===== config.mk =====
export PLATFORM = sky130hd
export DESIGN_NAME = irq_ctrl
export DESIGN_NICKNAME = d
export VERILOG_FILES = /design/src/rtl/irq_ctrl_pkg.sv /design/src/rtl/irq_reg_decode.sv /design/src/rtl/irq_status_latch.sv /design/src/rtl/irq_mask_reg.sv /design/src/rtl/irq_req_qual.sv /design/src/rtl/irq_ctrl.sv
export SDC_FILE = /design/constraint.sdc
export NUM_CORES = 1
export LEC_CHECK = 0
export BUFFER_PORTS_ARGS = -buffer_cell sky130_fd_sc_hd__buf_4
export CORE_ASPECT_RATIO = 1.4
export CORE_MARGIN = 8
export CORE_UTILIZATION = 29
export DETAILED_ROUTE_END_ITERATION = 16
export GPL_ROUTABILITY_DRIVEN = 1
export PLACE_DENSITY = 0.69
export REMOVE_ABC_BUFFERS = 1
export SYNTH_ARGS = -nofsm -noshare
export SYNTH_HDL_FRONTEND = slang
export SYNTH_SLANG_ARGS = --single-unit

===== constraint.sdc =====
create_clock -name clk_i -period 1.35 [get_ports clk_i]
set_input_delay 0.135 -clock clk_i [delete_from_list [all_inputs] [get_ports clk_i]]
set_output_delay 0.135 -clock clk_i [all_outputs]
set_load 0.01 [all_outputs]

===== src/rtl/irq_ctrl_pkg.sv =====
package irq_ctrl_pkg;
  typedef enum logic [1:0] {
    SEL_NONE   = 2'd0,
    SEL_STATUS = 2'd1,
    SEL_MASK   = 2'd2
  } reg_sel_e;
endpackage


===== src/rtl/irq_reg_decode.sv =====
module irq_reg_decode
  import irq_ctrl_pkg::*;
#(
  parameter int            ADDR_W     = 8,
  parameter logic [7:0]    STATUS_OFS = 8'h70,
  parameter logic [7:0]    MASK_OFS   = 8'h74
) (
  input  logic [ADDR_W-1:0] addr_i,
  input  logic              we_i,
  output reg_sel_e          sel_o,
  output logic              wr_status_o,
  output logic              wr_mask_o
);
  localparam logic [ADDR_W-1:0] StatusA = ADDR_W'(STATUS_OFS);
  localparam logic [ADDR_W-1:0] MaskA   = ADDR_W'(MASK_OFS);

  always_comb begin
    if (addr_i == StatusA)    sel_o = SEL_STATUS;
    else if (addr_i == MaskA) sel_o = SEL_MASK;
    else                      sel_o = SEL_NONE;
  end

  assign wr_status_o = we_i && (sel_o == SEL_STATUS);
  assign wr_mask_o   = we_i && (sel_o == SEL_MASK);

  always_comb begin
    assert_one_target_R9: assert (!(wr_status_o && wr_mask_o));
  end
endmodule


===== src/rtl/irq_status_latch.sv =====
module irq_status_latch #(
  parameter int NUM_SRC = 11
) (
  input  logic               clk_i,
  input  logic               rst_ni,
  input  logic [NUM_SRC-1:0] pulse_i,
  input  logic               wr_i,
  input  logic [NUM_SRC-1:0] wdata_i,
  output logic [NUM_SRC-1:0] status_d_o,
  output logic [NUM_SRC-1:0] status_q_o
);
  for (genvar i = 0; i < NUM_SRC; i++) begin : g_bit
    logic kept;
    // ack first, then the new event, so a coincident pulse survives
    assign kept          = wr_i ? (status_q_o[i] & wdata_i[i]) : status_q_o[i];
    assign status_d_o[i] = kept | pulse_i[i];

    always_ff @(posedge clk_i or negedge rst_ni) begin
      if (!rst_ni) status_q_o[i] <= 1'b0;
      else         status_q_o[i] <= status_d_o[i];
    end

    assert_pulse_latched_R2: assert property (@(posedge clk_i) disable iff (!rst_ni)
      pulse_i[i] |=> status_q_o[i]);
    assert_ack_clears_R3: assert property (@(posedge clk_i) disable iff (!rst_ni)
      (wr_i && !wdata_i[i] && !pulse_i[i]) |=> !status_q_o[i]);
    assert_pulse_beats_ack_R4: assert property (@(posedge clk_i) disable iff (!rst_ni)
      (wr_i && !wdata_i[i] && pulse_i[i]) |=> status_q_o[i]);
    assert_sticky_R2: assert property (@(posedge clk_i) disable iff (!rst_ni)
      (!wr_i && status_q_o[i]) |=> status_q_o[i]);
  end
endmodule


===== src/rtl/irq_mask_reg.sv =====
module irq_mask_reg #(
  parameter int NUM_SRC = 11
) (
  input  logic               clk_i,
  input  logic               rst_ni,
  input  logic               wr_i,
  input  logic [NUM_SRC-1:0] wdata_i,
  output logic [NUM_SRC-1:0] mask_d_o,
  output logic [NUM_SRC-1:0] mask_q_o
);
  assign mask_d_o = wr_i ? wdata_i : mask_q_o;

  always_ff @(posedge clk_i or negedge rst_ni) begin
    if (!rst_ni) mask_q_o <= '0;
    else         mask_q_o <= mask_d_o;
  end

  assert_mask_load_R5: assert property (@(posedge clk_i) disable iff (!rst_ni)
    wr_i |=> (mask_q_o == $past(wdata_i)));
  assert_mask_hold_R9: assert property (@(posedge clk_i) disable iff (!rst_ni)
    !wr_i |=> $stable(mask_q_o));
endmodule


===== src/rtl/irq_req_qual.sv =====
module irq_req_qual #(
  parameter int          NUM_SRC = 11,
  parameter int          CPU_W   = 16,
  parameter logic [15:0] EN_BITS = 16'h0401
) (
  input  logic               clk_i,
  input  logic               rst_ni,
  input  logic [NUM_SRC-1:0] status_d_i,
  input  logic [NUM_SRC-1:0] mask_d_i,
  input  logic [CPU_W-1:0]   cpu_stat_i,
  output logic               irq_o
);
  localparam logic [CPU_W-1:0] EnMask = CPU_W'(EN_BITS);

  logic cpu_ok;
  logic pend_d;

  assign cpu_ok = (cpu_stat_i & EnMask) == EnMask;
  // built from the next-state values so a mask write takes effect on its own edge
  assign pend_d = |(status_d_i & mask_d_i);

  always_ff @(posedge clk_i or negedge rst_ni) begin
    if (!rst_ni) irq_o <= 1'b0;
    else         irq_o <= pend_d && cpu_ok;
  end

  assert_cpu_gate_R7: assert property (@(posedge clk_i) disable iff (!rst_ni)
    !cpu_ok |=> !irq_o);
  assert_level_R10: assert property (@(posedge clk_i) disable iff (!rst_ni)
    (pend_d && cpu_ok) |=> irq_o);
endmodule


===== src/rtl/irq_ctrl.sv =====
module irq_ctrl
  import irq_ctrl_pkg::*;
#(
  parameter int          NUM_SRC    = 11,
  parameter int          ADDR_W     = 8,
  parameter int          DATA_W     = 32,
  parameter int          CPU_W      = 16,
  parameter logic [7:0]  STATUS_OFS = 8'h70,
  parameter logic [7:0]  MASK_OFS   = 8'h74,
  parameter logic [15:0] EN_BITS    = 16'h0401
) (
  input  logic               clk_i,
  input  logic               rst_ni,
  input  logic [NUM_SRC-1:0] src_pulse_i,
  input  logic [ADDR_W-1:0]  reg_addr_i,
  input  logic               reg_we_i,
  input  logic [DATA_W-1:0]  reg_wdata_i,
  output logic [DATA_W-1:0]  reg_rdata_o,
  input  logic [CPU_W-1:0]   cpu_stat_i,
  output logic               irq_o
);
  reg_sel_e           sel;
  logic               wr_status, wr_mask;
  logic [NUM_SRC-1:0] wdata_lo;
  logic [NUM_SRC-1:0] status_d, status_q, mask_d, mask_q;
  logic               unused_wdata_hi;

  assign wdata_lo        = reg_wdata_i[NUM_SRC-1:0];
  assign unused_wdata_hi = |reg_wdata_i[DATA_W-1:NUM_SRC];

  irq_reg_decode #(
    .ADDR_W(ADDR_W), .STATUS_OFS(STATUS_OFS), .MASK_OFS(MASK_OFS)
  ) u_dec (
    .addr_i(reg_addr_i), .we_i(reg_we_i), .sel_o(sel),
    .wr_status_o(wr_status), .wr_mask_o(wr_mask)
  );

  irq_status_latch #(.NUM_SRC(NUM_SRC)) u_stat (
    .clk_i(clk_i), .rst_ni(rst_ni), .pulse_i(src_pulse_i), .wr_i(wr_status),
    .wdata_i(wdata_lo), .status_d_o(status_d), .status_q_o(status_q)
  );

  irq_mask_reg #(.NUM_SRC(NUM_SRC)) u_mask (
    .clk_i(clk_i), .rst_ni(rst_ni), .wr_i(wr_mask), .wdata_i(wdata_lo),
    .mask_d_o(mask_d), .mask_q_o(mask_q)
  );

  irq_req_qual #(.NUM_SRC(NUM_SRC), .CPU_W(CPU_W), .EN_BITS(EN_BITS)) u_qual (
    .clk_i(clk_i), .rst_ni(rst_ni), .status_d_i(status_d), .mask_d_i(mask_d),
    .cpu_stat_i(cpu_stat_i), .irq_o(irq_o)
  );

  always_comb begin
    unique case (sel)
      SEL_STATUS: reg_rdata_o = DATA_W'(status_q);
      SEL_MASK:   reg_rdata_o = DATA_W'(mask_q);
      default:    reg_rdata_o = '0;
    endcase
  end

  assert_req_needs_pending_R7: assert property (@(posedge clk_i) disable iff (!rst_ni)
    irq_o |-> (|(status_q & mask_q)));
  assert_mask_write_now_R8: assert property (@(posedge clk_i) disable iff (!rst_ni)
    (wr_mask && |(status_d & wdata_lo) && ((cpu_stat_i & CPU_W'(EN_BITS)) == CPU_W'(EN_BITS)))
      |=> irq_o);
  always_comb begin
    assert_upper_zero_R6: assert (reg_rdata_o[DATA_W-1:NUM_SRC] == '0);
  end
endmodule


==> out/results.ini <==
[placed_design]
placedCellCount=307
dp_slack_ns=-0.5157
dp_hpwl_mm=3.661
routabilityCongestion=0.8181
port_buffers=46

[detailed_routing]
viasPerCell=4.861
dr.pass1.iters=4
final_antenna_net_count=0
drc_errors=0
vias=1536
wl_per_cell_um=16.34
drt-initial-drc-count=31
wl_mm=5.162

[logic_synthesis]
yosysTopAreaCellShare=0.3616
yosysUniqueCellTypes=35
ys_top_cells_by_area=dfrtp_1 36%, buf_4 9.9%, nand2b_1 7.5%
synthArstFlopShare=1.000
ys_ff_latch=23
ys_warn_count=0
synthesis.area_um2=1592
syn_inst=179
synth_seq_area_share=0.3616
synth_edf_count=0
synth_area_per_cell_um2=8.891
yosysTopAreaCell=dfrtp_1
synth-main-ff-cell=dfrtp_1

[sta]
fmax_mhz=655.1
setup_viol=12
worst_slack_ns=-0.1765
rsz0062_at_grt=true
hold_viol_final=0
fin_crit_ns=1.526
min_period_over_period=1.131
clock_skew_ns=0.003444
maxSlewViolCount=0
tns_ns=-0.4752

[critical_path]
critPathCaptureType=flip-flop
path_class=flip-flop to flip-flop
critPathMaxFanout=2
crit_chain=nor2_1 > a41oi_2 > o41ai_2 > nand4_1 > o311a_1
crit_slowest_cell=dfrtp_1
crit_start=u_stat.status_q_o[2]
rr_startpoint=u_stat.status_q_o[2]
cpPeakStageDelay_ns=0.41
cp_top_family=compound AO/OA/AOI/OAI gates
cp.buffers_inverters=0
reg2reg_slack_ns=-0.18
critPathRequiredTime_ns=1.50
start_kind=flip-flop
cp.arrival_ns=1.68

[finish]
final_common_cell=buf_4
drive_gt1_frac=0.4476
num_antenna_cells=0
final_nets=319
mostFrequentLayoutCells=51 x buf_4, 23 x dfrtp_1, 21 x conb_1
fin_util=0.4551
stdcell_count=316
area_delta_synth_final_pct=54.56

[die]
die-area_um2=8148
die_width_um=78.61
pin_count=103
die_y_um=103.7
core_um2=5405
num_rows=32
start_util=0.2944

[global_route]
grt_pass1_wl_mm=8.155
grt.total_usage=0.1216
antenna_found_initial=0
grt_max_degree=24
globalRouteOverflowTotal=0
grt_pass1_vias=1695

[min_path]
hold_path_startpoint=src_pulse_i[4]
hold_class=input pin to flip-flop

[cts]
cts_max_level=1
clockBufferDepth=2
clk_pin_slew_ns=0.09
cts_buffers=3
cts_tree=done
cts_root_buf=clkbuf_8
clock-sinks=23
clk_latency_ns=0.26

[outcome]
failed_checks=negative setup slack
status=complete, but fails checks

[power]
p_total_w=0.001505
leakagePower_nw=1.066
p_per_area_nw_per_um2=612.0
peakVddDrop_mv=0.3904

[run]
maxCapViolations=0

synth_stat cells, types with 2 or more instances:
cell type   n
nand3_1     2
mux2i_1    11
o211ai_1    2
dfrtp_1    23
nor2_1     20
a22oi_1     2
nand2b_1   19
a41oi_1     6
nand2_1    11
buf_4      21
nand4bb_1   2
clkbuf_1    6
nand4_1     2
buf_6       2
o221ai_1    2
a41oi_2     2
o21ai_0    19
o31a_1      2
inv_1       8
mux2_2      2
layout make-up:
class                   count  area [um2]
inverters                   8       30.03
flip-flops and latches     23       575.6
clock inverters             1       5.005
well taps                  68       85.08
clock buffers               3       41.29
repair buffers             73       668.1
multi-input cells         140        1055
fillers                   533        2945
through the flow:
| step | hold WS (ns) | area [um2] |
|---|---|---|
| floorplan | -0.1606 | 1464 |
| global placement | 0.04516 | 2092 |
| detailed placement | 0.05103 | 2092 |
| finish | 0.07958 | 2460 |
| CTS | 0.07718 | 2351 |
| global route | 0.07324 | 2460 |
worst register-to-register path: stages (launching register included):
cell and delay (ns):
dfrtp_1 0.41, nor2_1 0.15, a41oi_2 0.07, o41ai_2 0.36, nand4_1 0.13, o311a_1 0.30
path summary, 6_finish.rpt:
path | endpoint | cells past startpoint
worst max register to register | u_qual.irq_o | 5
min in group asynchronous | u_stat.status_q_o[8] | 2
worst max-delay path | u_qual.irq_o | 5
max in group asynchronous | u_mask.mask_q_o[4] | 2
worst min-delay path | u_stat.status_q_o[4] | 2
worst min register to register | u_mask.mask_q_o[9] | 2
registers in the layout, indices dropped and copies added, names as in the netlist:
name and flops:
u_stat.status_q_o 11, u_qual.irq_o 1, u_mask.mask_q_o 11
logic make-up (layout without fill, tap and decap cells):
kind of cell	Yosys count	after routing	synth area share
muxes	13	13	0.08334
AOI/OAI and AO/OA	42	42	0.1950
DFF	23	23	0.3616
buffers and inverters	37	85	0.1462
other	1	21	0.002356
and+or+nand+nor	63	64	0.2115
power by group:
part / switching, W / internal [W]
Combinational: 0.000175 / 0.000173
Clock: 0.000225 / 0.000206
Sequential: 0.0000182 / 0.000707
routing by layer:
| layer | wire length [um] | vias up | track usage |
|---|---|---|---|
| li1 | - | 737 | - |
| met1 | 2051 | 736 | 0.1315 |
| met2 | 2738 | 51 | 0.2258 |
| met3 | 223 | 12 | 0.02076 |
| met4 | 149 | 0 | 0.04255 |
| met5 | 0 | - | 0 |
what timing repair did:
action | CTS | global route
hold buffers | 1 | 0
pin swaps | 23 | 4
buffers inserted | 2 | 0
endpoints found under the setup margin | 12 | 22
gates cloned | 2 | 0
resized for setup | 44 | 23
hold endpoints to repair | 23 | 0
Note: power is estimated with default switching activity, not from simulation.
